**config.mk**
```make
export PLATFORM = sky130hd
export DESIGN_NAME = swz_move_unit
export DESIGN_NICKNAME = d
export VERILOG_FILES = /design/src/rtl/swz_pkg.sv /design/src/rtl/swz_operand_reg.sv /design/src/rtl/swz_sel_decode.sv /design/src/rtl/swz_const_gen.sv /design/src/rtl/swz_lane_xbar.sv /design/src/rtl/swz_move_unit.sv
export SDC_FILE = /design/constraint.sdc
export NUM_CORES = 1
export LEC_CHECK = 0
export BUFFER_PORTS_ARGS = -buffer_cell sky130_fd_sc_hd__buf_4
export CORE_MARGIN = 2
export CORE_UTILIZATION = 50
export CTS_CLUSTER_DIAMETER = 50
export DETAILED_ROUTE_END_ITERATION = 10
export PLACE_DENSITY = 0.8
export SETUP_SLACK_MARGIN = 0.5
export SYNTH_ARGS = -nofsm -noshare
export SYNTH_HDL_FRONTEND = slang
export SYNTH_SLANG_ARGS = --single-unit
```
**constraint.sdc**
```tcl
create_clock -name clk_i -period 1.9 [get_ports clk_i]
set_input_delay 0.19 -clock clk_i [delete_from_list [all_inputs] [get_ports clk_i]]
set_output_delay 0.19 -clock clk_i [all_outputs]
set_load 0.05 [all_outputs]
```
**src/rtl/swz_pkg.sv**
```systemverilog
package swz_pkg;
  localparam int LANE_W     = 32;
  localparam int LANES      = 4;
  localparam int SEL_W      = 3;
  localparam int IDX_W      = $clog2(LANES);
  localparam int IMM_W      = LANES * SEL_W;
  localparam int WORD_LANES = 2;
  localparam int WORDS      = LANES / WORD_LANES;
  localparam int WORD_W     = LANE_W * WORD_LANES;
  localparam int DATA_W     = LANE_W * LANES;

  localparam logic [SEL_W-1:0] SEL_SKIP = 3'b000;
  localparam logic [SEL_W-1:0] SEL_END  = 3'b001;
  localparam logic [SEL_W-1:0] SEL_ZERO = 3'b010;
  localparam logic [SEL_W-1:0] SEL_ONE  = 3'b011;

  localparam logic [LANE_W-1:0] FP_ONE = 32'h3F80_0000;

  typedef struct packed {
    logic [DATA_W-1:0] src;
    logic [DATA_W-1:0] old;
    logic [IMM_W-1:0]  imm;
    logic              in_place;
    logic              fp;
    logic              sat;
    logic              sgn;
  } swz_op_t;
endpackage

```
**src/rtl/swz_operand_reg.sv**
```systemverilog
module swz_operand_reg
  import swz_pkg::*;
(
  input  logic    clk_i,
  input  logic    rst_ni,
  input  logic    valid_i,
  input  swz_op_t op_i,
  output logic    valid_o,
  output swz_op_t op_o
);
  logic    valid_q;
  swz_op_t op_q;

  always_ff @(posedge clk_i or negedge rst_ni) begin
    if (!rst_ni) begin
      valid_q <= 1'b0;
      op_q    <= '0;
    end else begin
      valid_q <= valid_i;
      if (valid_i) op_q <= op_i;
    end
  end

  assign valid_o = valid_q;
  assign op_o    = op_q;


  hold_operands_chk: assert property (@(posedge clk_i) disable iff (!rst_ni)
    !valid_i |=> $stable(op_o));
endmodule

```
**src/rtl/swz_sel_decode.sv**
```systemverilog
module swz_sel_decode #(
  parameter int LANES = swz_pkg::LANES,
  parameter int SEL_W = swz_pkg::SEL_W,
  localparam int IDX_W = SEL_W - 1
) (
  input  logic [LANES*SEL_W-1:0] imm_i,
  output logic [LANES-1:0]       wr_o,
  output logic [LANES-1:0]       cnst_o,
  output logic [LANES-1:0]       one_o,
  output logic [LANES*IDX_W-1:0] idx_o
);
  import swz_pkg::*;

  logic [LANES-1:0] is_end;
  logic [LANES-1:0] stopped;

  for (genvar k = 0; k < LANES; k++) begin : g_lane
    logic [SEL_W-1:0] sel;
    assign sel       = imm_i[k*SEL_W +: SEL_W];
    assign is_end[k] = (sel == SEL_END);
    // marker lane and every later lane count as not written
    if (k == 0) begin : g_first
      assign stopped[k] = is_end[k];
    end else begin : g_rest
      assign stopped[k] = stopped[k-1] | is_end[k];
    end
    assign wr_o[k]   = !stopped[k] && (sel != SEL_SKIP);
    assign cnst_o[k] = !sel[SEL_W-1];
    assign one_o[k]  = (sel == SEL_ONE);
    assign idx_o[k*IDX_W +: IDX_W] = sel[IDX_W-1:0];
  end
endmodule

```
**src/rtl/swz_const_gen.sv**
```systemverilog
module swz_const_gen #(
  parameter int LANE_W = swz_pkg::LANE_W
) (
  input  logic              fp_i,
  input  logic              sat_i,
  input  logic              sgn_i,
  output logic [LANE_W-1:0] one_o
);
  import swz_pkg::*;

  logic [LANE_W-1:0] sat_max;
  assign sat_max = sgn_i ? {1'b0, {(LANE_W-1){1'b1}}} : {LANE_W{1'b1}};

  always_comb begin
    if (fp_i)       one_o = FP_ONE;
    else if (sat_i) one_o = sat_max;
    else            one_o = LANE_W'(1);
  end
endmodule

```
**src/rtl/swz_lane_xbar.sv**
```systemverilog
module swz_lane_xbar #(
  parameter int LANE_W = swz_pkg::LANE_W,
  parameter int LANES  = swz_pkg::LANES,
  localparam int IDX_W  = $clog2(LANES),
  localparam int DATA_W = LANE_W * LANES
) (
  input  logic [DATA_W-1:0]      src_i,
  input  logic [DATA_W-1:0]      old_i,
  input  logic [LANES-1:0]       wr_i,
  input  logic [LANES-1:0]       cnst_i,
  input  logic [LANES-1:0]       one_i,
  input  logic [LANES*IDX_W-1:0] idx_i,
  input  logic [LANE_W-1:0]      one_val_i,
  input  logic                   in_place_i,
  output logic [DATA_W-1:0]      res_o
);
  for (genvar k = 0; k < LANES; k++) begin : g_lane
    logic [IDX_W-1:0]  idx;
    logic [LANE_W-1:0] pick;
    assign idx  = idx_i[k*IDX_W +: IDX_W];
    assign pick = src_i[idx*LANE_W +: LANE_W];

    always_comb begin
      if (wr_i[k]) begin
        if (cnst_i[k]) res_o[k*LANE_W +: LANE_W] = one_i[k] ? one_val_i : '0;
        else           res_o[k*LANE_W +: LANE_W] = pick;
      end else begin
        res_o[k*LANE_W +: LANE_W] = in_place_i ? old_i[k*LANE_W +: LANE_W] : '0;
      end
    end
  end
endmodule

```
**src/rtl/swz_move_unit.sv**
```systemverilog
module swz_move_unit
  import swz_pkg::*;
(
  input  logic              clk_i,
  input  logic              rst_ni,
  input  logic              valid_i,
  input  logic [WORD_W-1:0] src_lo_i,
  input  logic [WORD_W-1:0] src_hi_i,
  input  logic [WORD_W-1:0] dst_old_lo_i,
  input  logic [WORD_W-1:0] dst_old_hi_i,
  input  logic [IMM_W-1:0]  imm_i,
  input  logic              in_place_i,
  input  logic              fp_i,
  input  logic              sat_i,
  input  logic              signed_i,
  output logic              valid_o,
  output logic [WORD_W-1:0] dst_lo_o,
  output logic [WORD_W-1:0] dst_hi_o,
  output logic              we_lo_o,
  output logic              we_hi_o
);
  swz_op_t op_d, s1_op;
  logic    s1_valid;

  assign op_d = '{src: {src_hi_i, src_lo_i}, old: {dst_old_hi_i, dst_old_lo_i},
                  imm: imm_i, in_place: in_place_i, fp: fp_i, sat: sat_i, sgn: signed_i};

  swz_operand_reg u_opreg (
    .clk_i  (clk_i),
    .rst_ni (rst_ni),
    .valid_i(valid_i),
    .op_i   (op_d),
    .valid_o(s1_valid),
    .op_o   (s1_op)
  );

  logic [LANES-1:0]       wr, cnst, one;
  logic [LANES*IDX_W-1:0] idx;
  logic [LANE_W-1:0]      one_val;
  logic [DATA_W-1:0]      res;
  logic [WORDS-1:0]       we_d;

  swz_sel_decode #(.LANES(LANES), .SEL_W(SEL_W)) u_dec (
    .imm_i (s1_op.imm),
    .wr_o  (wr),
    .cnst_o(cnst),
    .one_o (one),
    .idx_o (idx)
  );

  swz_const_gen #(.LANE_W(LANE_W)) u_const (
    .fp_i (s1_op.fp),
    .sat_i(s1_op.sat),
    .sgn_i(s1_op.sgn),
    .one_o(one_val)
  );

  swz_lane_xbar #(.LANE_W(LANE_W), .LANES(LANES)) u_xbar (
    .src_i     (s1_op.src),
    .old_i     (s1_op.old),
    .wr_i      (wr),
    .cnst_i    (cnst),
    .one_i     (one),
    .idx_i     (idx),
    .one_val_i (one_val),
    .in_place_i(s1_op.in_place),
    .res_o     (res)
  );

  for (genvar w = 0; w < WORDS; w++) begin : g_we
    assign we_d[w] = !s1_op.in_place || (|wr[w*WORD_LANES +: WORD_LANES]);
  end

  logic [DATA_W-1:0] res_q;
  logic [WORDS-1:0]  we_q;
  logic              valid_q;

  always_ff @(posedge clk_i or negedge rst_ni) begin
    if (!rst_ni) begin
      valid_q <= 1'b0;
      we_q    <= '0;
      res_q   <= '0;
    end else begin
      valid_q <= s1_valid;
      we_q    <= s1_valid ? we_d : '0;
      if (s1_valid) res_q <= res;
    end
  end

  assign valid_o  = valid_q;
  assign we_lo_o  = we_q[0];
  assign we_hi_o  = we_q[1];
  assign dst_lo_o = res_q[0 +: WORD_W];
  assign dst_hi_o = res_q[WORD_W +: WORD_W];


  valid_follows_chk: assert property (@(posedge clk_i) disable iff (!rst_ni)
    valid_o |-> $past(s1_valid));


  we_idle_chk: assert property (@(posedge clk_i) disable iff (!rst_ni)
    !valid_o |-> (!we_lo_o && !we_hi_o));


  zero_fill_chk: assert property (@(posedge clk_i) disable iff (!rst_ni)
    (valid_o && !$past(s1_op.in_place) && $past(s1_op.imm[SEL_W-1:0]) == SEL_SKIP)
      |-> dst_lo_o[LANE_W-1:0] == '0);


  keep_old_chk: assert property (@(posedge clk_i) disable iff (!rst_ni)
    (valid_o && $past(s1_op.in_place) && $past(s1_op.imm[SEL_W-1:0]) == SEL_SKIP)
      |-> dst_lo_o[LANE_W-1:0] == $past(s1_op.old[LANE_W-1:0]));


  zero_const_chk: assert property (@(posedge clk_i) disable iff (!rst_ni)
    (valid_o && $past(s1_op.imm[2*SEL_W-1:SEL_W]) == SEL_ZERO
             && $past(s1_op.imm[SEL_W-1:0]) != SEL_END)
      |-> dst_lo_o[WORD_W-1:LANE_W] == '0);


  in_place_none_chk: assert property (@(posedge clk_i) disable iff (!rst_ni)
    (valid_o && $past(s1_op.in_place) && $past(s1_op.imm[SEL_W-1:0]) == SEL_END)
      |-> (!we_lo_o && !we_hi_o));
endmodule

```
Word-level counts from Yosys, hierarchy flattened

Cells that the tools add are included.

Equality and inequality tests: 8
Shift-type cells: 4
Mux-type cells: 20
Reduce and logical (&&, ||, !) cells: 17
Bitwise logic cells: 3

Operators with widths:

| cell                                                            | number |
|---|---|
| 32-bit 2-to-1 mux                                               | 19 |
| 128-bit by 8-bit indexed part select with 32-bit output         | 4 |
| 3-bit by 1-bit == test with 1-bit output, second input constant | 4 |
| 3-bit by 2-bit == test with 1-bit output, second input constant | 4 |
| 3-bit nonzero test                                              | 4 |
| 1-bit logical NOT                                               | 5 |
| 1-bit logical AND                                               | 4 |
| 2-bit OR reduction                                              | 2 |
| 1-bit bitwise OR                                                | 3 |
| 1-bit logical OR                                                | 2 |
| 2-bit 2-to-1 mux                                                | 1 |

Input port bits: 275
Word-level logic and storage cells: 63
Register bits: 404
Output and inout bits: 131

Logic depth before layout (Yosys ltp)

Word-level depth: 9
Mapped depth: 7
Depth with buffers taken out: 4

By module

From an unflattened synthesis, not the netlist that was laid out.

Cell total of the unflattened synthesis: 1672
Area total of the unflattened synthesis: 21785.9 um^2

Modules (own cells, without submodules):

| module          | area an instance (um^2) | sequential area each (um^2) | cells an instance | times used |
|---|---|---|---|---|
| swz_operand_reg | 10428.8                 | 6831.6                      | 575               | 1 |
| swz_lane_xbar   | 6068.3                  | 0.0                         | 762               | 1 |
| swz_move_unit   | 4877.2                  | 3278.1                      | 277               | 1 |
| swz_const_gen   | 239.0                   | 0.0                         | 32                | 1 |
| swz_sel_decode  | 172.7                   | 0.0                         | 26                | 1 |

Least setup slack after synthesis

OpenSTA, ideal clock, no wires.

Kind: register to register
Start point: register u_opreg.op_q (netlist bit u_opreg.op_o[10])
End point: register res_q[67]
Data required time: 1.774 ns
Data arrival time: 1.693 ns
Path buffers: 3
Setup time: 0.126 ns
Period minus slack after synthesis: 1.819 ns
Slack: 0.081 ns
Cell stages (with the launch flop): 8
Cell sequence: dfrtp_1 > clkbuf_1 > buf_4 > buf_2 > mux2_2 > a22oi_1 > a21oi_1 > a221o_1

Longest elaborated chain between the ends: 5
Elaborated cells on any way between the ends: 10
Classes of those cells: eq/ne (2); shift (1); mux (3); bitwise (1); reduce/logical (3)

Ends and longest elaborated chain:

| what                                                                                            | line                  | text |
|---|---|---|
| start: declaration                                                                              | swz_operand_reg.sv:12 | `swz_op_t op_q;` |
| start signal: assignment                                                                        | swz_operand_reg.sv:20 | `if (valid_i) op_q <= op_i;` |
| branches (longest 4 deep; another with 128-bit by 8-bit indexed part select with 32-bit output) | n/a                   |  |
| 32-bit 2-to-1 mux (*)                                                                           | swz_lane_xbar.sv:24   | `if (wr_i[k]) begin` |
| end signal: assignment                                                                          | swz_move_unit.sv:86   | `if (s1_valid) res_q <= res;` |
| end: declaration                                                                                | swz_move_unit.sv:74   | `logic [DATA_W-1:0] res_q;` |

Mark *: on every way between the ends.
A chain may end at the register's enable or synchronous reset.

Final worst setup path

Start point: register u_opreg.op_q (netlist bit u_opreg.op_o[10])
End point: register res_q[117]

Longest elaborated chain between the ends: 6

Ends and longest elaborated chain:

| what                                     | line                 | text |
|---|---|---|
| 3-bit by 1-bit == test with 1-bit output | swz_sel_decode.sv:20 | `assign is_end[k] = (sel == SEL_END);` |
| 1-bit bitwise OR (2 in series)           | swz_sel_decode.sv:25 | `assign stopped[k] = stopped[k-1] \| is_end[k];` |
| 1-bit logical NOT                        | swz_sel_decode.sv:27 | `assign wr_o[k] = !stopped[k] && (sel != SEL_SKIP);` |
| 1-bit logical AND                        | swz_sel_decode.sv:27 |  |
| 32-bit 2-to-1 mux                        | swz_lane_xbar.sv:24  |  |

No other way between the ends.

==> flow_results.org <==
** Power
- Clock power share :: 0.306
- Of the total power, registers draw 0.366.
- Pwr dens :: 1000 nW/um2
- In this run the power spent charging and discharging nets is 0.0105 W.
- The internal portion of the total power is 0.0195 W.
- Of the total power, the share spent switching nets is 0.350.
- Leak pwr :: 12.9 nW
- Fraction of power consumed by combinational cells :: 0.328
- Max VDD drop :: 0.000735 V

** Drt
- For this run, design rule violations remaining after detail routing come to 0.
- For this run, the detailed router's first-pass iteration total came to 5.
- ANT nets after route :: 0
- Drt wl/cell :: 28.6 um
- Number of violations reported at the end of detailed-routing iteration 0 :: 1,752
- DRT Wirelength :: 79.7 mm
- Via count :: 17,600
- In the routed layout, each cell is associated on average with a via count of 6.32.

** Timing
- Final setup skew :: 0.0385 ns
- Relative slew slack :: 0.600
- On the final layout, the worst hold slack is 0.103 ns.
- After routing, the total negative slack on setup checks comes to 0 ns.
- The number of pins exceeding their max-slew limit in the final report is 0.
- For the pin with the worst max-slew slack, the measured transition is 0.600 ns.
- Setup repair after global routing could not meet its margin everywhere.
- Setup-violating endpoint count in the final report :: 0
- The final count of hold timing violations was 0.
- For the finished layout, the period the worst path requires is 1.90 ns.
- Fmax achieved :: 528 MHz
- Crit share post-route :: 0.997

** Global routing
- Global-route usage over all layers :: 0.369
- Pin count of the biggest net entering global routing :: 85
- The first global-routing pass estimated 113 mm of wire.
- The number of global-route vias before repair came to 18,500.
- The number of antenna violations at the first check in global routing was 11.
- Congestion Overflow GR :: 0

** Layout
- The area growth from synthesis to layout is 51.3%.
- Ratio of cells with drive above 1 in the final layout :: 0.529
- Leaving out fill and tap cells, the most frequent cell in the layout is buf_4.
- Final net count :: 2,499
- In the layout the commonest cells are buf_4, dfrtp_1, mux2_2, dlygate4sd3_1, nand2_1.
- Post-layout instance count excluding filler cells :: 2,785
- Fill cells in the final layout number 2,173.

** Worst setup path
- Highest net fanout along the worst path :: 9
- Launching element type of the critical path :: flop
- Required arrival time at the worst endpoint :: 2.37 ns
- Startpoint of the lowest-slack register-to-register path :: u_opreg.op_o[10]$_DFFE_PN0P_
- In this run the critical register-to-register path is captured at res_q[117]$_DFFE_PN0P_.
- For flop-to-flop paths, the worst setup slack is 0.005 ns.
- Kind of critical path :: flop to flop
- STA puts the critical path data arrival time at 2.36 ns.
- The worst register-to-register path has a depth of 6.
- Critical Path Sink Type :: flop

** Yosys
- Seq cells post-synth :: 404
- Post-synthesis instance total :: 1,482
- Yosys mapped the design onto 51 distinct sky130hd cell types.
- The number of nets in the synthesized netlist is 1,757.
- Cell taking the most area after synthesis :: dfrtp_1
- Post-synth EDFFs :: 0
- Share of flip-flops with an asynchronous set or reset after synthesis :: 1.00
- The share of the Yosys chip area taken by registers is 0.511.
- Mean instance size in the synthesized netlist :: 13.3 um2
- Summing every instance area after synthesis gives 19,800 um2.
- Cell types with the largest area share after synthesis :: dfrtp_1, mux2_2, mux4_2, nand2_1, nor2_1
- Number of synthesis warnings :: 0
- The share of synthesized area in the top cell type comes to 0.511.
- Primary FF master, synth :: dfrtp_1

** Floorplanning
- The die covers 41,200 um2.
- The initial utilization of the core area, before any placement, comes to 0.509.
- The die is 203 um tall.
- Std-Cell Rows :: 72
- The core region is 38,800 um2.
- Horiz. Die Dim :: 203 um
- Number of ports placed on the die boundary :: 406

** Place
- During placement, the flow inserted port buffers numbering 405.
- Routability-driven placement finished with a final weighted congestion of 0.910.
- In this run, placement finished with an instance count of 2,365.
- After legalization and detailed placement, the total HPWL measured 46.1 mm.

** Clocking
- The root buffer cell chosen for the clock tree is clkbuf_16.
- The clock tree synthesis step divided the H-tree into 2 levels.
- Clock insertion delay at the later pin of the skew report :: 0.59 ns
- Sinks on Clock Net :: 404
- TritonCTS built the clock tree.
- Buffers inserted during clock tree synthesis total 46.
- After clock tree synthesis, the clock-pin slew on the worst setup and hold paths is 0.07 ns.
- Longest Clk Path Bufs :: 3

** Min path
- Along the worst hold path, the cell count comes to 2.
- The path with the worst hold slack has its endpoint at u_opreg.op_o[187]$_DFFE_PN0P_.
- The startpoint identified for the worst hold timing path is valid_i.
- The path class of the tightest hold or removal check is input pin to flop.

** Flow run
- The tool flagged a number of max-cap violations equal to 0.

** Outcome
- The flow ran to the end, and the final reports show no timing, DRC or antenna violations.
-- cell usage after synthesis, drive strengths merged, types with 4 or more instances --
master,instances
dfrtp,404
buf,48
a221oi,84
a31oi,11
nor2,129
nand2b,10
a22oi,25
o2111ai,8
or3b,5
mux4,102
nor3b,4
nand2,153
a221o,25
mux2,320
o21ai,4
clkbuf,81
inv,9
a21oi,31
-- routing by layer --
metal | wire (um) | GRT usage | up-vias
met5 | 48 | 0 | -
met4 | 5100 | 0.210 | 8
met3 | 7900 | 0.0851 | 366
met2 | 37800 | 0.585 | 1290
met1 | 28800 | 0.470 | 8880
li1 | - | - | 7045
-- through the flow --
stage	setup WS, ns	area, um2	utilization	total power [W]
floorplan	0.179	20000	-	0.0159
global route	-0.0502	29900	0.771	0.0308
global placement	-0.0364	24000	0.617	0.0189
CTS	0.0728	29200	0.751	0.0292
detailed placement	-0.107	24000	0.617	0.0191
finish	0.00489	29900	0.771	0.0300
-- worst max-delay path, stage by stage, from the launching register on --
cell and delay [ns]:
dfrtp_4 0.51, or3b_4 0.28, o2111ai_4 0.13, buf_6 0.16
and2_4 0.20, buf_16 0.18, a221oi_2 0.30
-- power groups by stage --
| stage | registers (W) | logic, W | clock network (W) |
|---|---|---|---|
| after global placement | 0.0109 | 0.00800 | 0 |
| final | 0.0110 | 0.00984 | 0.00920 |
| after global routing | 0.0111 | 0.0102 | 0.00961 |
| after detailed placement | 0.0109 | 0.00813 | 0 |
| after CTS | 0.0108 | 0.00915 | 0.00920 |
| after floorplan | 0.0126 | 0.00331 | 0 |
-- sequential cells by signal, summed over array words and instances, names as in the netlist --
register         count
u_opreg.op_o       272
valid_o              1
u_opreg.valid_o      1
we_q                 2
res_q              128
-- area by class of cell --
cell class	instances	area [um2]	share of cell area
timing repair buffer	822	7900	0.264
multi-input combinational	941	9640	0.322
sequential	404	10100	0.339
inverter	9	33.8	0.00113
antenna	8	20.0	0.000669
tap	518	648	0.0217
clock buffer	63	1340	0.0447
clock inverter	20	215	0.00719
-- worst max-delay path by stage --
stage                     cells after the start                      to                          from
after floorplan                               7  res_q[125]$_DFFE_PN0P_   u_opreg.op_o[6]$_DFFE_PN0P_
after global placement                        4  res_q[101]$_DFFE_PN0P_  u_opreg.op_o[10]$_DFFE_PN0P_
after detailed placement                      4  res_q[105]$_DFFE_PN0P_  u_opreg.op_o[10]$_DFFE_PN0P_
after CTS                                     6  res_q[110]$_DFFE_PN0P_  u_opreg.op_o[10]$_DFFE_PN0P_
after global routing                          6  res_q[117]$_DFFE_PN0P_  u_opreg.op_o[10]$_DFFE_PN0P_
final                                         6  res_q[117]$_DFFE_PN0P_  u_opreg.op_o[10]$_DFFE_PN0P_
-- logic make-up after synthesis --
| group | after synthesis | share of synthesized area |
|---|---|---|
| muxes | 424 | 0.299 |
| DFF | 404 | 0.511 |
| and+or+nand+nor | 317 | 0.0664 |
| AOI/OAI and AO/OA | 199 | 0.0909 |
| buffers and inverters | 138 | 0.0320 |
-- repair_timing --
action / in CTS / in global routing
gates cloned: 6 / 7
endpoints found under the setup margin: 145 / 152
buffers inserted: 36 / 7
pin swaps: 13 / 32
hold buffers: 273 / 0
resized for setup: 88 / 113
endpoints found under the hold margin: 526 / 0
Power figures use the tool's default switching activity.
